## src/rtl/sio_pkg.sv

```systemverilog
`timescale 1ns/1ps
package sio_pkg;
  localparam int unsigned W_TXCTRL = 0;
  localparam int unsigned W_TXDMA  = 1;
  localparam int unsigned W_RXCTRL = 2;
  localparam int unsigned W_DOUT   = 7;
  localparam int unsigned W_POP    = 8;
  localparam int unsigned W_PEEK   = 9;
  localparam int unsigned W_MASK   = 11;
  localparam int unsigned W_ACK    = 12;
  localparam int unsigned W_RAW    = 13;
  localparam int unsigned W_MASKED = 14;

  localparam int unsigned ST_AVAIL = 16;
  localparam int unsigned ST_IDLE  = 22;
  localparam int unsigned ST_READY = 24;

  localparam int unsigned RX_EN_BIT  = 3;
  localparam int unsigned IRQ_RX_BIT = 3;
  localparam logic [31:0] IRQ_TX_SET = 32'h3;
  localparam logic [31:0] RXCTRL_RST = 32'h0001_0000;

  typedef struct packed {
    logic txctrl;
    logic txdma;
    logic rxctrl;
    logic dout;
    logic pop;
    logic peek;
    logic mask;
    logic ack;
    logic raw;
    logic masked;
  } sio_sel_t;
endpackage

```

## src/rtl/sio_addr_dec.sv

```systemverilog
`timescale 1ns/1ps
module sio_addr_dec
  import sio_pkg::*;
#(
  parameter int unsigned ADDR_W = 6
) (
  input  logic              req_i,
  input  logic [3:0]        be_i,
  input  logic [ADDR_W-1:0] addr_i,
  output logic              ok_o,
  output sio_sel_t          sel_o
);
  localparam int unsigned WORD_W = ADDR_W - 2;
  logic [WORD_W-1:0] word;

  assign word = addr_i[ADDR_W-1:2];
  assign ok_o = req_i && (be_i == 4'hF);

  always_comb begin
    sel_o        = '0;
    sel_o.txctrl = (word == WORD_W'(W_TXCTRL));
    sel_o.txdma  = (word == WORD_W'(W_TXDMA));
    sel_o.rxctrl = (word == WORD_W'(W_RXCTRL));
    sel_o.dout   = (word == WORD_W'(W_DOUT));
    sel_o.pop    = (word == WORD_W'(W_POP));
    sel_o.peek   = (word == WORD_W'(W_PEEK));
    sel_o.mask   = (word == WORD_W'(W_MASK));
    sel_o.ack    = (word == WORD_W'(W_ACK));
    sel_o.raw    = (word == WORD_W'(W_RAW));
    sel_o.masked = (word == WORD_W'(W_MASKED));
  end
endmodule

```

## src/rtl/sio_rx_fifo.sv

```systemverilog
`timescale 1ns/1ps
module sio_rx_fifo #(
  parameter int unsigned DEPTH = 16,
  parameter int unsigned DW    = 8
) (
  input  logic                       clk_i,
  input  logic                       rst_ni,
  input  logic                       push_i,
  input  logic [DW-1:0]              data_i,
  input  logic                       pop_i,
  output logic [DW-1:0]              head_o,
  output logic [$clog2(DEPTH+1)-1:0] count_o
);
  localparam int unsigned PTR_W = (DEPTH > 1) ? $clog2(DEPTH) : 1;
  localparam int unsigned CNT_W = $clog2(DEPTH+1);

  logic [DW-1:0]    mem_q [DEPTH];
  logic [PTR_W-1:0] wr_q, rd_q;
  logic [CNT_W-1:0] cnt_q;
  logic             pop_eff;

  assign pop_eff = pop_i && (cnt_q != '0);
  assign head_o  = (cnt_q != '0) ? mem_q[rd_q] : '0;
  assign count_o = cnt_q;

  function automatic logic [PTR_W-1:0] nxt(input logic [PTR_W-1:0] p);
    return (p == PTR_W'(DEPTH-1)) ? '0 : p + 1'b1;
  endfunction

  always_ff @(posedge clk_i or negedge rst_ni) begin
    if (!rst_ni) begin
      wr_q  <= '0;
      rd_q  <= '0;
      cnt_q <= '0;
      for (int i = 0; i < DEPTH; i++) mem_q[i] <= '0;
    end else begin
      if (push_i) begin
        mem_q[wr_q] <= data_i;
        wr_q        <= nxt(wr_q);
      end
      if (pop_eff) rd_q <= nxt(rd_q);
      cnt_q <= cnt_q + CNT_W'(push_i) - CNT_W'(pop_eff);
    end
  end
endmodule

```

## src/rtl/sio_irq_ctrl.sv

```systemverilog
`timescale 1ns/1ps
module sio_irq_ctrl
  import sio_pkg::*;
(
  input  logic        clk_i,
  input  logic        rst_ni,
  input  logic        dout_wr_i,
  input  logic        ack_wr_i,
  input  logic        raw_wr_i,
  input  logic        refresh_i,
  input  logic        rx_nonempty_i,
  input  logic [31:0] wdata_i,
  input  logic [31:0] mask_i,
  output logic [31:0] raw_o,
  output logic [31:0] masked_o,
  output logic [31:0] ack_o,
  output logic        pending_o,
  output logic        irq_o
);
  logic [31:0] raw_q, raw_d, ack_q, ack_d, ack_val;
  logic        pend_q, pend_d;

  always_comb begin
    raw_d   = raw_q;
    ack_d   = ack_q;
    pend_d  = pend_q;
    ack_val = wdata_i;
    if (dout_wr_i) begin
      raw_d  = raw_d | IRQ_TX_SET;
      pend_d = 1'b1;
    end
    if (ack_wr_i) begin
      // first ack after a transmit keeps tx bit 0
      if (pend_q) begin
        ack_val[0] = 1'b0;
        pend_d     = 1'b0;
      end
      ack_d = ack_val;
      raw_d = raw_d & ~ack_val;
    end
    if (raw_wr_i) raw_d = wdata_i;
    if (refresh_i) raw_d[IRQ_RX_BIT] = rx_nonempty_i;
  end

  always_ff @(posedge clk_i or negedge rst_ni) begin
    if (!rst_ni) begin
      raw_q  <= '0;
      ack_q  <= '0;
      pend_q <= 1'b0;
    end else begin
      raw_q  <= raw_d;
      ack_q  <= ack_d;
      pend_q <= pend_d;
    end
  end

  assign raw_o     = raw_q;
  assign ack_o     = ack_q;
  assign pending_o = pend_q;
  assign masked_o  = raw_q & mask_i;
  assign irq_o     = |masked_o;
endmodule

```

## src/rtl/sio_regfile.sv

```systemverilog
`timescale 1ns/1ps
module sio_regfile
  import sio_pkg::*;
#(
  parameter int unsigned ADDR_W = 6,
  parameter int unsigned DEPTH  = 16
) (
  input  logic              clk_i,
  input  logic              rst_ni,
  input  logic              bus_req_i,
  input  logic              bus_we_i,
  input  logic [3:0]        bus_be_i,
  input  logic [ADDR_W-1:0] bus_addr_i,
  input  logic [31:0]       bus_wdata_i,
  output logic [31:0]       bus_rdata_o,
  input  logic              rx_valid_i,
  input  logic [7:0]        rx_data_i,
  output logic              rx_ready_o,
  output logic              tx_valid_o,
  output logic [7:0]        tx_data_o,
  output logic              irq_o
);
  localparam int unsigned CNT_W = $clog2(DEPTH+1);

  sio_sel_t         sel;
  logic             acc_ok, wr, rd;
  logic [31:0]      txctrl_q, txdma_q, rxctrl_q, dout_q, mask_q;
  logic [31:0]      raw, masked, ack;
  logic             pending;
  logic             tx_vld_q;
  logic [7:0]       tx_dat_q;
  logic [7:0]       head;
  logic [CNT_W-1:0] fifo_cnt, cnt_nxt;
  logic             rx_push, pop_req, pop_eff;
  logic [31:0]      status;

  sio_addr_dec #(.ADDR_W(ADDR_W)) u_dec (
    .req_i  (bus_req_i),
    .be_i   (bus_be_i),
    .addr_i (bus_addr_i),
    .ok_o   (acc_ok),
    .sel_o  (sel)
  );

  assign wr = acc_ok && bus_we_i;
  assign rd = acc_ok && !bus_we_i;

  assign rx_ready_o = rxctrl_q[RX_EN_BIT] && (fifo_cnt != CNT_W'(DEPTH));
  assign rx_push    = rx_valid_i && rx_ready_o;
  assign pop_req    = rd && sel.pop;
  assign pop_eff    = pop_req && (fifo_cnt != '0);
  assign cnt_nxt    = fifo_cnt + CNT_W'(rx_push) - CNT_W'(pop_eff);

  sio_rx_fifo #(.DEPTH(DEPTH), .DW(8)) u_fifo (
    .clk_i   (clk_i),
    .rst_ni  (rst_ni),
    .push_i  (rx_push),
    .data_i  (rx_data_i),
    .pop_i   (pop_req),
    .head_o  (head),
    .count_o (fifo_cnt)
  );

  sio_irq_ctrl u_irq (
    .clk_i         (clk_i),
    .rst_ni        (rst_ni),
    .dout_wr_i     (wr && sel.dout),
    .ack_wr_i      (wr && sel.ack),
    .raw_wr_i      (wr && sel.raw),
    .refresh_i     (wr || rx_push),
    .rx_nonempty_i (cnt_nxt != '0),
    .wdata_i       (bus_wdata_i),
    .mask_i        (mask_q),
    .raw_o         (raw),
    .masked_o      (masked),
    .ack_o         (ack),
    .pending_o     (pending),
    .irq_o         (irq_o)
  );

  always_ff @(posedge clk_i or negedge rst_ni) begin
    if (!rst_ni) begin
      txctrl_q <= '0;
      txdma_q  <= '0;
      rxctrl_q <= RXCTRL_RST;
      dout_q   <= '0;
      mask_q   <= '0;
      tx_vld_q <= 1'b0;
      tx_dat_q <= '0;
    end else begin
      tx_vld_q <= wr && sel.dout;
      if (wr && sel.dout) begin
        dout_q   <= bus_wdata_i;
        tx_dat_q <= bus_wdata_i[7:0];
      end
      if (wr && sel.txctrl) txctrl_q <= bus_wdata_i;
      if (wr && sel.txdma)  txdma_q  <= bus_wdata_i;
      if (wr && sel.rxctrl) rxctrl_q <= bus_wdata_i;
      if (wr && sel.mask)   mask_q   <= bus_wdata_i;
    end
  end

  assign tx_valid_o = tx_vld_q;
  assign tx_data_o  = tx_dat_q;

  always_comb begin
    status                = '0;
    status[7:0]           = head;
    status[ST_AVAIL]      = (fifo_cnt != '0);
    status[ST_IDLE]       = 1'b1;
    status[ST_READY]      = 1'b1;
  end

  always_comb begin
    bus_rdata_o = '0;
    if (rd) begin
      unique case (1'b1)
        sel.txctrl:          bus_rdata_o = txctrl_q;
        sel.txdma:           bus_rdata_o = txdma_q;
        sel.rxctrl:          bus_rdata_o = rxctrl_q;
        sel.dout:            bus_rdata_o = dout_q;
        sel.pop, sel.peek:   bus_rdata_o = status;
        sel.mask:            bus_rdata_o = mask_q;
        sel.ack:             bus_rdata_o = ack;
        sel.raw:             bus_rdata_o = raw;
        sel.masked:          bus_rdata_o = masked;
        default:             bus_rdata_o = '0;
      endcase
    end
  end
endmodule

```

## config.mk

```make
export PLATFORM = sky130hd
export DESIGN_NAME = sio_regfile
export DESIGN_NICKNAME = d
export VERILOG_FILES = /design/src/rtl/sio_pkg.sv /design/src/rtl/sio_addr_dec.sv /design/src/rtl/sio_rx_fifo.sv /design/src/rtl/sio_irq_ctrl.sv /design/src/rtl/sio_regfile.sv
export SDC_FILE = /design/constraint.sdc
export NUM_CORES = 1
export LEC_CHECK = 0
export ABC_AREA = 1
export CORE_MARGIN = 8
export CORE_UTILIZATION = 50
export CTS_CLUSTER_DIAMETER = 120
export DETAILED_ROUTE_END_ITERATION = 6
export DONT_BUFFER_PORTS = 1
export PLACE_DENSITY = 0.67
export SKIP_CTS_REPAIR_TIMING = 1
export SYNTH_ARGS = -nofsm -noshare
export SYNTH_HDL_FRONTEND = slang
export SYNTH_SLANG_ARGS = --single-unit
```

## constraint.sdc

```tcl
create_clock -name clk_i -period 2.5 [get_ports clk_i]
set_input_delay 0.125 -clock clk_i [delete_from_list [all_inputs] [get_ports clk_i]]
set_output_delay 0.125 -clock clk_i [all_outputs]
set_load 0.01 [all_outputs]
```

; After elaboration in Yosys (flattened, before gate mapping)
; Cells that the tools add are included.
[totals]
wordCells = 96
output_inout_bits = 43
mem_bits_ro = 0
memories = 0
reg_bits = 375
ram_bits = 0
latchBits = 0
[classes]
bitwise = 5
mul = 0
shift = 0
reduce_logical = 22
n_addsub = 4
eq_ne = 13
n_mux = 20
magnitude_cmp = 3
div = 0
[ops]
columns = cell, n
row1 = 32-bit one-hot mux with 9 select lines, 1
row2 = 128-bit bitwise mux, 1
row3 = 32-bit two-way mux, 3
row4 = 32-bit AND, 2
row5 = 4-bit equality test (second input constant), 9
row6 = 8-bit binary-select mux with 4-bit select, 1
row7 = 8-bit demux with 4-bit select, 1
row8 = 8-bit two-way mux, 4
row9 = 32-bit inverter, 1
row10 = 32-bit OR reduction, 1
row11 = 1-bit logical AND, 15
row12 = 5-bit >= comparator (second input constant), 2
row13 = 4-bit inverter with 5-bit output, 2
row14 = 5-bit nonzero test, 2
row15 = 4-bit by 1-bit adder with 4-bit output (second input constant), 2
row16 = 4-bit two-way mux, 2
row17 = 1-bit two-way mux, 6
row18 = 5-bit by 1-bit adder with 5-bit output, 1
row19 = 5-bit by 1-bit < comparator with 1-bit output (second input constant), 1
row20 = 5-bit != test (second input constant), 1
row21 = 5-bit by 1-bit subtractor with 5-bit output, 1
row22 = 4-bit by 1-bit equality test with 1-bit output (second input constant), 1
row23 = 4-bit by 2-bit equality test with 1-bit output (second input constant), 1
row24 = 4-bit by 3-bit equality test with 1-bit output (second input constant), 1
row25 = 5 further kinds, 5

; Longest topological paths before layout
; Gate-level depths: netlist of the first run.
[depth]
word_depth = 10
ltp_mapped = 15
ltp_nobuf = 15

; Cells and area by module
; A second synthesis of the first run with hierarchy kept.
[unflattened]
hier_cells = 2363
area_unflattened_um2 = 17979.7
[modules_own_cells]
columns = mod, seq_area_each_um2, cells_per_inst, area_each_um2, instances
row1 = sio_regfile, 4030.1, 1067, 7968.9, 1
row2 = sio_rx_fifo, 3528.4, 900, 6959.2, 1
row3 = sio_irq_ctrl, 1626.6, 371, 2956.6, 1
row4 = sio_addr_dec, 0.0, 25, 95.1, 1

; Worst setup path before layout of the first run
; No wires, ideal clock.
[synth_path]
path_kind = register to register
from = register u_fifo.cnt_q[2], in the netlist u_fifo.count_o[2]
to = register u_irq.raw_q[3], in the netlist u_irq.raw_o[3]
stages_incl_launch_ff = 16
setup_time_ns = 0.117
arrival_ns = 2.314
setup_slack_ns = 0.069
n_path_buf = 0
cell_sequence = dfrtp_1 -> inv_1 -> ha_1 -> nand4_1 -> nand2_1 -> nor3_1 -> ha_1 -> inv_1 -> ha_1 -> fa_1 -> xnor2_1 -> inv_1 -> nor3_1 -> nand3_1 -> nor2_1 -> nor2_1
[synth_between]
word_cells_on_any_way = 10
classes_between = add/sub (2) / eq/ne (1) / mux (1) / reduce/logical (6)
[synth_rtl]
columns = item, line
row1 = start: declaration, sio_rx_fifo.sv:19  ; logic [CNT_W-1:0] cnt_q;
row2 = start signal: assignment, sio_rx_fifo.sv:42  ; cnt_q <= cnt_q + CNT_W'(push_i) - CNT_W'(pop_eff);
row3 = 5-bit nonzero test, sio_regfile.sv:51  ; assign pop_eff = pop_req && (fifo_cnt != '0);
row4 = 1-bit logical AND, sio_regfile.sv:51
row5 = net pop_eff, sio_regfile.sv:34  ; logic rx_push, pop_req, pop_eff;
row6 = 5-bit by 1-bit subtractor with 5-bit output, sio_regfile.sv:52  ; assign cnt_nxt = fifo_cnt + CNT_W'(rx_push) - CNT_W'(pop_eff);
row7 = net cnt_nxt[2], sio_regfile.sv:33  ; logic [CNT_W-1:0] fifo_cnt, cnt_nxt;
row8 = 5-bit nonzero test, sio_regfile.sv:71  ; .rx_nonempty_i (cnt_nxt != '0),
row9 = 1-bit two-way mux, sio_irq_ctrl.sv:42  ; if (refresh_i) raw_d[IRQ_RX_BIT] = rx_nonempty_i;
row10 = end signal: assignment, sio_irq_ctrl.sv:51  ; raw_q <= raw_d;
row11 = end: declaration, sio_irq_ctrl.sv:20  ; logic [31:0] raw_q, raw_d, ack_q, ack_d, ack_val;
; The timed path passes the listed nets, and every way through them passes these cells.
; A chain may end at the register's enable or synchronous reset.

; Final worst setup path of the first run
; Same ends and word-level chain as after synthesis.

==> results of run 1 <==
==> registers in the layout, summed over array words and instances (netlist names), 4 cells and up <==
signal	count
u_fifo.wr_q	4
txdma_q	32
txctrl_q	32
mask_q	32
dout_q	32
u_fifo.rd_q	4
u_fifo.count_o	5
u_irq.ack_o	32
u_fifo.mem_q	128
u_irq.raw_o	32
rxctrl_q	32
==> power by group <==
group	internal (mW)	switching, mW	leakage, nW
Sequential	6.15	0.137	4.88
Combinational	0.488	0.721	4.18
Clock	3.51	2.45	0.665
==> final timing paths <==
check	from	end	cells after the start
worst max-delay path	u_fifo.count_o[2]	u_irq.raw_o[3]	15
worst min-delay path	rst_ni	u_fifo.mem_q[101]	0
worst max register to register	u_fifo.count_o[2]	u_irq.raw_o[3]	15
worst min register to register	u_irq.ack_o[7]	u_irq.ack_o[7]	2
max in group asynchronous	rst_ni	rxctrl_q[21]	0
min in group clk_i	bus_we_i	u_irq.raw_o[3]	4
==> layer usage <==
metal / up-vias / track usage (%)
met2: 591 / 36.5
li1: 7295 / -
met5: - / 0
met3: 97 / 6.21
met4: 8 / 7.17
met1: 7325 / 34.2
==> kinds of logic (layout without fill, tap and decap cells) <==
group / count (synthesis) / after routing / synth area share [%]
compound gates: 434 / 434 / 12.8
xor+xnor: 8 / 8 / 0.403
fa+ha+maj: 12 / 12 / 0.907
buf+inv: 273 / 342 / 6.33
flops: 367 / 367 / 52.9
other cells: 0 / 2 / 0
simple gates: 1151 / 1151 / 26.7
==> final cells by class <==
cell class              instances  area share (%)
clock inverters                12           0.566
diodes                          2          0.0249
multi-input cells            1605            36.0
flip-flops and latches        367            45.6
clock buffers                  58            6.07
repair buffers                126            5.99
well taps                     455            2.83
inverters                     146            2.83
==> stage by stage <==
step                util (%)  setup TNS [ps]  setup WS (ps)
CTS                     56.4           -1100           -173
global placement        52.5           -42.0          -42.0
detailed placement      52.5            -161           -157
global route            58.6            -165           -149
finish                  58.6           -42.0          -42.0
floorplan                  -               0           69.3
==> cells in the final DEF, fill, tap and decap left out, types with 3 or more instances in the layout <==
cell           instances
nand2_1              851
dfrtp_1              364
o21ai_0              311
nand3_1              159
inv_1                124
nor2_1                82
o21ai_1               72
buf_4                 70
dlygate4sd3_1         45
clkbuf_16             44
a21oi_1               26
nor3_1                16
inv_2                 14
o211ai_1              14
nand2_2               11
clkbuf_8              11
nand4_1                9
ha_1                   9
buf_12                 9
clkinv_2               8
nand3_2                7
clkinvlp_4             7
xor2_1                 6
a21oi_2                5
clkbuf_1               5
nor2_4                 4
nor2_2                 4
a21oi_4                3
==> worst reg2reg max path: stages (launching register included) <==
cell and delay (ps):
dfrtp_1 390, inv_2 80, ha_4 130, nand4_1 120, nand2_2 120, nor3_2 50, ha_1 290, inv_2 50
ha_4 160, fa_2 410, xnor2_2 130, inv_1 80, nor3_2 150, nand3_1 110, nor2_1 110, nor2_1 50
==> out/summary.txt, run 1 <==
CP Capture Type -> register
Seq cells post-synth -> 367
Required @ worst endpoint -> 2940 ps
Skew-Pair Late Insertion Delay -> 560 ps
CTS sink cnt -> 367
Initial Util -> 50.6%
Slew Viols, Final -> 0
Top FF cell, synth -> dfrtp_1
Fill cells -> 3086
Max-Cap Viols -> 0
Max Freq -> 393 MHz
Multi-input logic area -> 7250 sq um
Global-route wire length before repair -> 80000 microns
Final period util -> 102%
Post-DP Area -> 18000 sq um
Slack of the critical path -> -42.0 ps
Critical Path, Cell by Cell -> inv_2 > ha_4 > nand4_1 > nand2_2 > nor3_2 > ha_1 > inv_2 > ha_4 > fa_2 > xnor2_2 > inv_1 > nor3_2 > nand3_1 > nor2_1 > nor2_1
Arr. time, crit path -> 2980 ps
Yosys top cell area share -> 52.7%
Synth Instances -> 2245
CP max FO -> 2
Mean area per synthesized cell -> 7.74 sq um
Nets -> 2354
WL final -> 50800 microns
CORE AREA -> 34400 sq um
First drt pass iteration count -> 6
Vias per inst -> 5.53
EDFF count, synth -> 0
Wirelength per Cell -> 18.3 microns
DRC -> 0
Vias -> 15316
CP Buf/Inv Count -> 3
Power Total -> 13.5 mW
Area delta synth->final -> 15.8%
Htree depth -> 2
Initial antenna violation count -> 6
First DRT Iteration DRCs -> 1407
Ys Warns -> 0
Share of layout cells above drive strength 1 -> 9.16%
Num CTS Buffers -> 41
Pwr dens -> 668 nW/um^2
Final setup vio count -> 1
CTS root buffer -> clkbuf_16
Crit path max-delay family -> adder cells
Syn nets -> 2312
Metal-1 WL -> 22700 microns
Remaining antenna violation count after routing -> 0
Crit path kind -> register to register
CTS tree -> built
Worst slew pin tran -> 1330 ps
CP max stage cell -> fa_2
Largest net degree at the start of global routing -> 368
R2R Setup Slk -> -40 ps
Row Count -> 68
Peak supply drop -> 544 uV
Register Area -> 9190 sq um
RSZ-0062 raised after global routing -> true
Post-layout instance area -> 20100 sq um
Hold Crit Class -> input port to asynchronous set/reset pin
Area contributors post-synth -> dfrtp_1 (53%), nand2_1 (19%), o21ai_0 (9.0%), nand3_1 (4.8%), inv_1 (2.8%)
Synth Cell Area -> 17400 sq um
Hold slack -> -726 ps
Cell taking the most area after synthesis -> dfrtp_1
Routed length on met2 -> 22300 microns
Slowest cell delay on critical path -> 410 ps
Ys async rst share -> 100%
Top sig layer -> met5
Gr ovfl total -> 0
Routed wl met3 -> 4530 microns
Cells after DPL -> 2646
GPL Wtd Cong -> 0.862
Failing checks -> negative hold slack, negative setup slack
Clk slew on worst S/H paths -> 60 ps
Clock skew -> 29.6 ps
Worst rel slew slack -> 10.9%
Final hold vios -> 367
Die area -> 41000 sq um
Port Buf Inserts -> 0
Buffers from clock root to sink, at most -> 3
Die H -> 202 microns
Crit path time final -> 2540 ps
Outcome -> finished with violations
Leak -> 9.72 nW
Post-Layout Cell Count -> 2771
Post-synth top cells -> nand2_1 (860), dfrtp_1 (366), o21ai_0 (311)
Startpoint types -> register
HPWL Detailed -> 31800 microns
Overall Global Routing Usage -> 24.3%
Synth cell types -> 33
Seq/Total Area, Yosys -> 52.9%
I/O Pins -> 98
Most common cell in the netlist -> nand2_1
Vias in the first global route -> 14439
Die Wd -> 202 microns
No activity file was read; power rests on OpenSTA's default activity.
==> run 2: changes to the inputs <==
--- a/config.mk
+++ b/config.mk
@@ -12,6 +12,7 @@
 export DETAILED_ROUTE_END_ITERATION = 6
 export DONT_BUFFER_PORTS = 1
 export PLACE_DENSITY = 0.67
+export REMOVE_ABC_BUFFERS = 1
 export SKIP_CTS_REPAIR_TIMING = 1
 export SYNTH_ARGS = -nofsm -noshare
 export SYNTH_HDL_FRONTEND = slang
==> constraint.sdc (replaced) <==
create_clock -name clk_i -period 2.5 [get_ports clk_i]
set_input_delay 0.125 -clock clk_i [delete_from_list [all_inputs] [get_ports clk_i]]
set_output_delay 0.125 -clock clk_i [all_outputs]
set_load 0.05 [all_outputs]
==> run 2 against run 1 <==
Against the previous run: the flow finishes with violations (negative hold slack); non-clock buffer count up 42; count of clock-buffer cells in the layout down 3; clock power down 1%; via count up 2.1%; final cell count up 1.6%; combinational power up 5%; die area unchanged; core utilization up 1.6 points; total power about the same; clock skew down 13 ps; setup slack better by 71 ps; critical path type is now register to output port; largest power group unchanged; highest routed layer is now met4.
==> out/summary.txt, run 2 (same netlist as run 1, synthesis figures left out) <==
Outcome -> finished with violations
Failing checks -> negative hold slack
Skew-Pair Late Insertion Delay -> 540 ps
Num CTS Buffers -> 40
Final hold vios -> 369
Final period util -> 98.9%
Max reg flops -> 128
Fill cells -> 3105
Gr ovfl total -> 0
Vias per inst -> 5.56
Slack of the critical path -> 28.7 ps
Finished Core Util -> 60.2%
Commonest non-fill, non-tap cells in the layout -> nand2_1 (846), dfrtp_1 (365), o21ai_0 (311)
First DRT Iteration DRCs -> 1663
CTS sink cnt -> 367
Clk slew on worst S/H paths -> 60 ps
Die H -> 202 microns
Pwr dens -> 651 nW/um^2
Row Count -> 68
Port Buf Inserts -> 0
Area delta synth->final -> 19.0%
CP Capture Type -> output port
First drt pass iteration count -> 6
Arr. time, crit path -> 2350 ps
Initial antenna violation count -> 1
GPL Wtd Cong -> 0.861
HPWL Detailed -> 32700 microns
Max Freq -> 405 MHz
Overall Global Routing Usage -> 24.4%
Crit path time final -> 2470 ps
Die area -> 41000 sq um
Peak supply drop -> 619 uV
Top reg by flops -> u_fifo.mem_q
Largest net degree at the start of global routing -> 368
DRC -> 0
Remaining antenna violation count after routing -> 0
Max-Cap Viols -> 0
Final setup vio count -> 0
Initial Util -> 50.6%
Crit path kind -> register to output port
Worst slew pin tran -> 1120 ps
CORE AREA -> 34400 sq um
Htree depth -> 2
Pre-CTS setup slack -> -112 ps
Clock skew -> 16.1 ps
Nets -> 2395
Worst rel slew slack -> 25.3%
I/O Pins -> 98
Buffers from clock root to sink, at most -> 3
WL final -> 52300 microns
CTS tree -> built
Slew Viols, Final -> 0
Leak -> 10.0 nW
Global-route wire length before repair -> 81200 microns
Die Wd -> 202 microns
Share of layout cells above drive strength 1 -> 11.2%
Wirelength per Cell -> 18.6 microns
Post-layout instance area -> 20700 sq um
Vias in the first global route -> 14737
RSZ-0062 raised after global routing -> true
CTS root buffer -> clkbuf_16
Required @ worst endpoint -> 2380 ps
Commonest non-fill, non-tap cell in the layout -> nand2_1
CP max FO -> 8
Startpoint types -> register
Hold Crit Class -> input port to asynchronous set/reset pin
Post-DP Area -> 18400 sq um
Vias -> 15638
Hold slack -> -676 ps
run 2: report_power, final:
part / total, mW / leakage (nW) / internal, mW / switching [mW]
clock: 5.90 / 0.660 / 3.48 / 2.42
sequential: 6.29 / 4.88 / 6.15 / 0.141
combinational: 1.27 / 4.48 / 0.523 / 0.748
run 2: worst paths after layout:
check	from	endpoint	slack [ps]	cells past startpoint
hold / removal	rst_ni	u_fifo.mem_q[82]	-680	0
setup reg to reg	u_fifo.count_o[3]	u_irq.raw_o[3]	60	15
hold reg to reg	u_irq.ack_o[16]	u_irq.ack_o[16]	470	2
setup / recovery	u_fifo.rd_q[0]	bus_rdata_o[1]	30	11
max in group asynchronous	rst_ni	u_fifo.mem_q[112]	2300	0
min in group clk_i	bus_addr_i[4]	u_fifo.rd_q[1]	-20	4
run 2: cell type report:
type | instances | area, sq um | share of cell area, %
repair buffers | 168 | 1770 | 8.54
clock inverters | 17 | 145 | 0.702
well taps | 455 | 569 | 2.75
flip-flops and latches | 367 | 9190 | 44.4
inverters | 146 | 559 | 2.70
diodes | 1 | 2.50 | 0.0121
multi-input cells | 1605 | 7290 | 35.2
clock buffers | 55 | 1170 | 5.65
run 2: metal layers:
layer	GRT usage, %	up-vias	wire length (microns)
met5	0	-	0
met4	6.06	0	850
met3	4.82	68	4480
met2	37.0	609	23600
met1	35.7	7571	23400
li1	-	7390	-
run 2: stage by stage:
stage	hold slack, ps	setup TNS, ps	total power, mW	cells
floorplan	-171	-12850	6.99	2118
global placement	-142	-41.8	7.34	2680
detailed placement	-145	-126	7.38	2680
CTS	-702	-662	13.2	2752
global route	-703	-165	13.9	2814
finish	-676	0	13.5	2814
run 2: critical path: stages, from the launching register on:
cell	delay (ps)
dfrtp_2	430
clkinvlp_4	100
buf_12	140
clkbuf_16	170
nand2_1	60
nand3_1	80
nand3_1	180
nand3_2	120
nand3_2	80
a21oi_1	160
buf_4	160
buf_12	130
